===== src/rtl/mirror_dma_pkg.sv =====
package mirror_dma_pkg;

  typedef enum logic [1:0] {
    ST_IDLE = 2'd0,
    ST_RUN  = 2'd1,
    ST_DONE = 2'd2
  } dmaState_t;

  // Strobes from control to datapath
  typedef struct packed {
    logic load;     // latch start address, clear pointers
    logic issueRd;  // one array read this cycle
    logic push;     // array data arrives, write FIFO
    logic pop;      // write beat accepted, read FIFO
  } dmaStrb_t;

endpackage


===== src/rtl/mirror_dma_ctrl.sv =====
module mirror_dma_ctrl
  import mirror_dma_pkg::*;
#(
  parameter int CNT_W = 13,
  parameter int DEPTH = 8,
  parameter int BURST = 4
) (
  input  logic                         clk,
  input  logic                         rstN,
  input  logic                         copyReq,
  input  logic [CNT_W-1:0]             cfgWordsM1,
  input  logic [$clog2(DEPTH+1)-1:0]   fifoCount,
  input  logic                         fifoEmpty,
  input  logic                         busReady,
  output dmaStrb_t                     strb,
  output logic                         busy,
  output logic                         copyAck,
  output logic                         busReq
);

  localparam int FCW = $clog2(DEPTH + 1);
  localparam int BW  = $clog2(BURST + 1);
  localparam logic [FCW:0]   OCC_LIM   = (FCW+1)'(DEPTH - BURST);
  localparam logic [CNT_W:0] BURST_LEN = (CNT_W+1)'(BURST);

  dmaState_t        state;
  logic [CNT_W:0]   rdLeft;
  logic [CNT_W:0]   wrLeft;
  logic [BW-1:0]    burstLeft;
  logic             pendQ;
  logic [FCW:0]     occ;
  logic [CNT_W:0]   burstLen;
  logic             run;
  logic             startBurst;

  assign run        = (state == ST_RUN);
  assign occ        = {1'b0, fifoCount} + {{FCW{1'b0}}, pendQ};
  assign burstLen   = (rdLeft < BURST_LEN) ? rdLeft : BURST_LEN;
  assign startBurst = run && (burstLeft == '0) && (rdLeft != '0) && (occ <= OCC_LIM);

  assign busReq       = run && !fifoEmpty;
  assign strb.load    = (state == ST_IDLE) && copyReq;
  assign strb.issueRd = run && ((burstLeft != '0) || startBurst);
  assign strb.push    = pendQ;
  assign strb.pop     = busReq && busReady;
  assign busy         = run;
  assign copyAck      = (state == ST_DONE);

  always_ff @(posedge clk or negedge rstN) begin
    if (!rstN) begin
      state     <= ST_IDLE;
      rdLeft    <= '0;
      wrLeft    <= '0;
      burstLeft <= '0;
      pendQ     <= 1'b0;
    end else begin
      pendQ <= strb.issueRd;
      if (strb.load) begin
        rdLeft    <= {1'b0, cfgWordsM1} + (CNT_W+1)'(1);
        wrLeft    <= {1'b0, cfgWordsM1} + (CNT_W+1)'(1);
        burstLeft <= '0;
      end else begin
        if (startBurst)        burstLeft <= BW'(burstLen - (CNT_W+1)'(1));
        else if (strb.issueRd) burstLeft <= burstLeft - BW'(1);
        if (strb.issueRd)      rdLeft    <= rdLeft - (CNT_W+1)'(1);
        if (strb.pop)          wrLeft    <= wrLeft - (CNT_W+1)'(1);
      end
      case (state)
        ST_IDLE: if (copyReq) state <= ST_RUN;
        ST_RUN:  if (strb.pop && (wrLeft == (CNT_W+1)'(1))) state <= ST_DONE;
        ST_DONE: if (!copyReq) state <= ST_IDLE;
        default: state <= ST_IDLE;
      endcase
    end
  end

endmodule


===== src/rtl/mirror_dma_dp.sv =====
module mirror_dma_dp
  import mirror_dma_pkg::*;
#(
  parameter int DATA_W = 32,
  parameter int ADDR_W = 32,
  parameter int ARR_AW = 13,
  parameter int DEPTH  = 8
) (
  input  logic                       clk,
  input  logic                       rstN,
  input  dmaStrb_t                   strb,
  input  logic [ADDR_W-1:0]          cfgStartAddr,
  input  logic [DATA_W-1:0]          arrRdData,
  output logic [ARR_AW-1:0]          arrAddr,
  output logic [ADDR_W-1:0]          busAddr,
  output logic [DATA_W-1:0]          busWData,
  output logic [$clog2(DEPTH+1)-1:0] fifoCount,
  output logic                       fifoEmpty
);

  localparam int PTR_W = $clog2(DEPTH);
  localparam int FCW   = $clog2(DEPTH + 1);
  localparam logic [PTR_W-1:0] LAST = PTR_W'(DEPTH - 1);

  logic [DATA_W-1:0] mem [DEPTH];
  logic [PTR_W-1:0]  wrPtr;
  logic [PTR_W-1:0]  rdPtr;

  assign busWData  = mem[rdPtr];
  assign fifoEmpty = (fifoCount == '0);

  always_ff @(posedge clk) begin
    if (strb.push) mem[wrPtr] <= arrRdData;
  end

  always_ff @(posedge clk or negedge rstN) begin
    if (!rstN) begin
      wrPtr     <= '0;
      rdPtr     <= '0;
      fifoCount <= '0;
      arrAddr   <= '0;
      busAddr   <= '0;
    end else if (strb.load) begin
      wrPtr     <= '0;
      rdPtr     <= '0;
      fifoCount <= '0;
      arrAddr   <= '0;
      busAddr   <= cfgStartAddr;
    end else begin
      if (strb.push) wrPtr <= (wrPtr == LAST) ? '0 : wrPtr + PTR_W'(1);
      if (strb.pop) begin
        rdPtr   <= (rdPtr == LAST) ? '0 : rdPtr + PTR_W'(1);
        busAddr <= busAddr + ADDR_W'(4);
      end
      if (strb.issueRd) arrAddr <= arrAddr + ARR_AW'(1);
      case ({strb.push, strb.pop})
        2'b10:   fifoCount <= fifoCount + FCW'(1);
        2'b01:   fifoCount <= fifoCount - FCW'(1);
        default: fifoCount <= fifoCount;
      endcase
    end
  end

endmodule


===== src/rtl/mirror_dma.sv =====
module mirror_dma
  import mirror_dma_pkg::*;
#(
  parameter int DATA_W = 32,
  parameter int ADDR_W = 32,
  parameter int ARR_AW = 13,
  parameter int CNT_W  = 13,
  parameter int DEPTH  = 8,
  parameter int BURST  = 4
) (
  input  logic              clk,
  input  logic              rstN,
  input  logic              copyReq,
  output logic              copyAck,
  output logic              busy,
  input  logic [ADDR_W-1:0] cfgStartAddr,
  input  logic [CNT_W-1:0]  cfgWordsM1,
  output logic              arrRdEn,
  output logic [ARR_AW-1:0] arrAddr,
  input  logic [DATA_W-1:0] arrRdData,
  output logic              busReq,
  output logic [ADDR_W-1:0] busAddr,
  output logic [DATA_W-1:0] busWData,
  input  logic              busReady
);

  localparam int FCW = $clog2(DEPTH + 1);

  dmaStrb_t       strb;
  logic [FCW-1:0] fifoCount;
  logic           fifoEmpty;

  assign arrRdEn = strb.issueRd;

  mirror_dma_ctrl #(.CNT_W(CNT_W), .DEPTH(DEPTH), .BURST(BURST)) i_ctrl (
    .clk(clk), .rstN(rstN), .copyReq(copyReq), .cfgWordsM1(cfgWordsM1),
    .fifoCount(fifoCount), .fifoEmpty(fifoEmpty), .busReady(busReady),
    .strb(strb), .busy(busy), .copyAck(copyAck), .busReq(busReq)
  );

  mirror_dma_dp #(.DATA_W(DATA_W), .ADDR_W(ADDR_W), .ARR_AW(ARR_AW), .DEPTH(DEPTH)) i_dp (
    .clk(clk), .rstN(rstN), .strb(strb), .cfgStartAddr(cfgStartAddr),
    .arrRdData(arrRdData), .arrAddr(arrAddr), .busAddr(busAddr),
    .busWData(busWData), .fifoCount(fifoCount), .fifoEmpty(fifoEmpty)
  );

endmodule


===== config.mk =====
export PLATFORM = sky130hd
export DESIGN_NAME = mirror_dma
export DESIGN_NICKNAME = d
export VERILOG_FILES = /design/src/rtl/mirror_dma_pkg.sv /design/src/rtl/mirror_dma_ctrl.sv /design/src/rtl/mirror_dma_dp.sv /design/src/rtl/mirror_dma.sv
export SDC_FILE = /design/constraint.sdc
export NUM_CORES = 1
export LEC_CHECK = 0
export CORE_UTILIZATION = 60
export CTS_CLUSTER_DIAMETER = 200
export DETAILED_ROUTE_END_ITERATION = 6
export DONT_BUFFER_PORTS = 1
export GPL_TIMING_DRIVEN = 1
export MAX_ROUTING_LAYER = met4
export PLACE_DENSITY = 0.76
export SLEW_MARGIN = 5
export SYNTH_ARGS = -nofsm -noshare
export SYNTH_HDL_FRONTEND = slang
export SYNTH_SLANG_ARGS = --single-unit

===== constraint.sdc =====
create_clock -name clk -period 4.85 [get_ports clk]
set_clock_uncertainty 0.1 [all_clocks]
set_input_delay 0.97 -clock clk [delete_from_list [all_inputs] [get_ports clk]]
set_output_delay 0.97 -clock clk [all_outputs]
set_load 0.05 [all_outputs]

==> results of run 1 <==
cell type report:
type                       count  area (µm²)  area share [%]
multi-input combinational    573        4870            29.5
sequential                   345        9920            60.1
clock inverter                21         165            1.00
timing repair buffer          19         143           0.864
clock buffer                  42         923            5.59
tap                          324         405            2.45
inverter                      23        86.3           0.523
power breakdown:
part	switching (mW)	internal (mW)	leakage [nW]
clock network	1.11	1.47	0.524
registers	1.30	4.08	3.40
logic	2.32	1.35	1.72
total	4.73	6.90	5.64
state kept, by name, indices dropped and copies added, names as in the netlist:
register / flops
i_dp.busAddr: 32
i_ctrl.pendQ: 1
i_dp.arrAddr: 13
i_dp.rdPtr: 3
i_ctrl.state: 2
i_dp.fifoCount: 4
i_ctrl.burstLeft: 3
i_dp.mem: 256
i_ctrl.rdLeft: 14
i_dp.wrPtr: 3
i_ctrl.wrLeft: 14
worst max-delay path, stage by stage, from the launching register on:
cell	delay, ps
dfrtp_4	860
buf_4	380
mux4_2	550
mux2_2	410
cell families after synthesis:
group,count (synthesis)
flops,345
simple gates,277
compound gates,133
mux,108
buf+inv,65
xor+xnor,38
fa+ha+maj,17
placed cells by master, fill, tap and decap left out, types with 6 or more instances in the layout:
cell type / n
edfxtp_1: 256
dfrtp_1: 86
nand2_1: 76
mux4_2: 64
nor2_1: 56
clkbuf_16: 36
mux2_2: 32
o21ai_0: 32
a21oi_1: 25
inv_1: 23
xnor2_1: 23
nand3_1: 23
nand4_1: 20
a31oi_1: 20
buf_4: 19
nor4_1: 17
ha_1: 16
nor3_1: 15
xor2_1: 15
mux2i_1: 11
clkinv_1: 11
o211ai_1: 10
or3_1: 9
o31ai_1: 8
nand2b_1: 7
or4_1: 6
and4_1: 6
nor2_4: 6
a211oi_1: 6
clkbuf_1: 6
how the worst max path moves through the flow:
stage	startpoint	end	cells past startpoint
after global placement	i_dp.rdPtr[0]	busWData[26]	3
after detailed placement	i_dp.rdPtr[0]	busWData[14]	3
after CTS	i_dp.rdPtr[0]	busWData[14]	3
after floorplan	i_dp.wrPtr[0]	i_dp.mem[0][0]	2
final	i_dp.rdPtr[0]	busWData[14]	3
after global routing	i_dp.rdPtr[0]	busWData[14]	3
metal layers:
| metal | part of all wire [%] | vias up | track usage (%) |
|---|---|---|---|
| li1 | - | 3903 | - |
| met1 | 40 | 4339 | 34.4 |
| met2 | 51 | 326 | 44.0 |
| met3 | 7.5 | 43 | 5.82 |
| met4 | 1.3 | 0 | 5.50 |
| met5 | 0 | - | - |
metrics by stage:
stage | power, mW | instances | hold WS [ps]
2_1_floorplan | 8.24 | 983 | 394
3_3_place_gp | 8.97 | 1284 | 426
3_5_place_dp | 9.08 | 1284 | 430
4_1_cts | 11.7 | 1347 | 36.7
5_1_grt | 12.1 | 1347 | 33.1
6_report | 11.6 | 1347 | 61.3
==> impl_metrics.ini, run 1 <==
[logic_synthesis]
yosysMostFrequentCell = edfxtp_1
syn_area_um2 = 15000
syn-instance-count = 983
synth_area_leaders = edfxtp_1 51%, dfrtp_1 15%, mux4_2 9.6%, mux2_2 2.4%, nand2_1 1.9%
synth_edf_count = 256
synth_top_family_by_area = multiplexers
post-synth-top-area-cell = edfxtp_1
syn-num-nets = 1081
yosysWarnings = 0
ys_types = 69
synth-xor-area-share_pct = 2.22
synthFlopType = edfxtp_1
synth.avg_cell_area_um2 = 15.3
netlist.area_leader.share_pct = 51.2
synth-simple-area-share_pct = 9.67
muxShareOfSynthArea_pct = 12.8
synth-async-reset-ratio_pct = 25.8
seq_area_frac_synth_pct = 66.1
ys_top_cells_by_count = 256 x edfxtp_1, 89 x dfrtp_1, 76 x nand2_1
synthAdderAreaFrac_pct = 1.47
ys_ff_latch = 345
synth-compound-area-share_pct = 5.86

[cts]
cts-root-buf = clkbuf_16
cts.path.max_buffers = 3
cts_resized = 0
clk-insertion-delay-late_ps = 510
cts_tree = done
hold_buffers = 0
htreeDepth = 2
post_cts_buffers = 0
cts_buffers = 36
clk_pin_slew_worst_paths_ps = 60
cts_num_sinks = 345

[power_and_ir_drop]
p_leak_nw = 5.64
ir_drop_mv = 0.473
power.density_nw_per_um2 = 704

[floorplan]
die_w_um = 160
core_um2 = 24400
die_y_um = 160
die_area_um2 = 25600
rows = 57
ioPinCount = 162
start_util_pct = 61.5

[timing]
setup_violations = 0
slew_viol_final = 0
slew_headroom_pct = 30.9
rsz0062_at_grt = false
setup_ws_ps = 1040
hold_violations = 0
tightest_slew_ps = 1030
period_needed_ps = 3810
max_freq_mhz = 263
fin_tns_setup_ps = 0
fin_crit_sh_pct = 78.5

[detailed_routing]
vias = 8611
ant_nets = 0
drc = 0
viasPerCell = 6.39
drtIter0Drc = 744
wire_per_inst_um = 23.9
firstDrtPassIters = 7
drt_wl_total_um = 32200

[global_route]
grt_pass1_vias = 8877
grt_max_degree = 90
grt_antenna_before_repair = 0
grt.total_usage_pct = 26.7
grt_overflow = 0
grt_pass1_wl_um = 50600

[setup_path]
r2r_end = i_dp.arrAddr[3]
endpoint_kind = output port
r2r_cells = 9
critPathArrivalTime_ps = 2740
cp.required_ps = 3780
cp-start-kind = flop
r2r_setup_slack_ps = 1780
rr_startpoint = i_dp.fifoCount[0]
critical_path_class = reg2out
critPathMaxFanout = 35

[placement]
preCtsSetupSlack_ps = 1530
dpl.hpwl_um = 19000
port_buffers = 0
gp_congestion = 0.855
post_dp_cell_area_um2 = 15400

[final_layout]
final_util_pct = 67.7
antennaDiodeCount = 0
syn_to_final_growth_pct = 10.1
final_nets = 1096
final_area_um2 = 16500
num-fill-cells = 1617
drive_gt1_share_pct = 18.8

[run]
cap_violations = 0

[status]
status = complete, no violations

[min_path]
min_path_type = in2async
No activity file was read; power rests on OpenSTA's default activity.
==> run 2: changes to the inputs <==
CORE_UTILIZATION = 57   (was 60)
PLACE_DENSITY = 0.75   (was 0.76)
clock period = 3.3 ns   (was 4.85 ns; I/O delays follow)
==> impl_metrics.ini, run 2 (synthesized netlist as in run 1, its figures left out) <==
[status]
status = complete, no violations

[floorplan]
die_area_um2 = 27000
start_util_pct = 57.9
die_y_um = 164
core_um2 = 25900
ioPinCount = 162
die_w_um = 164
rows = 59

[detailed_routing]
drtIter0Drc = 713
ant_nets = 0
firstDrtPassIters = 6
wire_per_inst_um = 21.9
viasPerCell = 6.20
drt_wl_total_um = 30500
vias = 8612
drc = 0

[global_route]
top_usage_layer = met2
grtUsageMet3_pct = 4.57
use_met1_pct = 30.2
grt_pass1_vias = 8803
grt_antenna_before_repair = 0
grt_max_degree = 90
grt_overflow = 0
grt.total_usage_pct = 23.9
grt_pass1_wl_um = 47600
met2_usage_pct = 39.3

[final_layout]
drive_gt1_share_pct = 22.0
final_area_um2 = 16900
final_cell_mix = 256 x edfxtp_1, 84 x dfrtp_1, 76 x nand2_1, 64 x mux4_2, 56 x nor2_1
top_regs = i_dp.mem x256, i_dp.busAddr x32
final_nets = 1128
layout_commonest_cell = edfxtp_1
largest_reg_flops = 256
final_util_pct = 65.4
syn_to_final_growth_pct = 12.9
multi_input_area_um2 = 4880
seq_area_um2 = 9920
max_flop_register = i_dp.mem
antennaDiodeCount = 0
num-fill-cells = 1763

[setup_path]
r2r_end = i_dp.arrAddr[12]
critPathMaxFanout = 5
cp-start-kind = flop
r2r_setup_slack_ps = 540
cp.required_ps = 2540
r2r_cells = 8
critPathArrivalTime_ps = 2430
endpoint_kind = output port
rr_startpoint = i_dp.fifoCount[0]
critical_path_class = reg2out

[placement]
post_dp_cell_area_um2 = 15700
dpl.hpwl_um = 18800
port_buffers = 0
gp_congestion = 0.893

[power_and_ir_drop]
power_mw = 17.5
power.density_nw_per_um2 = 1030
p_leak_nw = 5.86
ir_drop_mv = 0.753

[min_path]
min_path_type = in2reg
holdPathStages = 0
whs_endpoint = i_dp.mem[1][8]
worstHoldStart = arrRdData[8]

[cts]
clk-insertion-delay-late_ps = 500
cts_num_sinks = 345
htreeDepth = 2
clk_pin_slew_worst_paths_ps = 60
cts_tree = done
cts-root-buf = clkbuf_16
cts.path.max_buffers = 3
cts_buffers = 36

[timing]
fin_tns_setup_ps = 0
hold_violations = 0
rsz0062_at_grt = false
setup_violations = 0
tightest_slew_ps = 667
fin_crit_sh_pct = 96.8
slew_headroom_pct = 55.5
max_freq_mhz = 313
period_needed_ps = 3190
slew_viol_final = 0

[run]
cap_violations = 0
## run 2: what timing repair did
item / CTS / global route
endpoints found under the setup margin: 1 / 2
pin swaps: 0 / 1
hold endpoints to repair: 89 / 0
hold buffers: 2 / 0
gates resized for setup: 1 / 2
buffers inserted: 0 / 8
## run 2: per-layer routing
layer | part of all wire (%) | vias to the layer above
met3 | 6.6 | 46
li1 | - | 3957
met2 | 51 | 301
met4 | 2.0 | 0
met1 | 41 | 4308
met5 | 0 | -
## run 2: per-stage QoR
stage / hold WS (ps) / instances / worst slack (ps)
2_1_floorplan: 264 / 983 / 1.40
4_1_cts: 124 / 1381 / 60.8
3_5_place_dp: 267 / 1317 / 378
6_report: 144 / 1389 / 107
3_3_place_gp: 267 / 1317 / 434
5_1_grt: 116 / 1389 / 0.630
## run 2: worst max path at each step
stage	from	to	depth (start not counted)
final	i_dp.fifoCount[0]	arrRdEn	6
after global routing	i_dp.fifoCount[0]	arrRdEn	6
after CTS	i_dp.rdPtr[0]	busWData[10]	3
after detailed placement	i_dp.fifoCount[0]	i_dp.arrAddr[3]	9
after global placement	i_dp.fifoCount[0]	i_dp.arrAddr[3]	9
after floorplan	i_ctrl.pendQ	i_dp.mem[1][0]	2
## run 2: report_power, final
group | leakage, nW | internal, mW | switching (mW) | total (mW)
Clock | 0.562 | 2.32 | 1.61 | 3.93
Combinational | 1.90 | 2.22 | 4.00 | 6.22
Sequential | 3.40 | 6.00 | 1.33 | 7.33
Total | 5.86 | 10.5 | 6.94 | 17.5
## run 2: critical path, stage by stage (launching register included)
cell and delay, ps:
dfrtp_2 440, ha_1 230, ha_1 210, nand2b_1 160, mux2_4 300, o31a_4 350, clkinvlp_4 230
## run 2: final cells by class
type	instances	share of cell area, %
inverter	23	0.532
clock inverter	14	0.879
multi-input combinational	573	28.8
timing repair buffer	51	2.76
sequential	345	58.6
tap	335	2.48
clock buffer	48	5.95
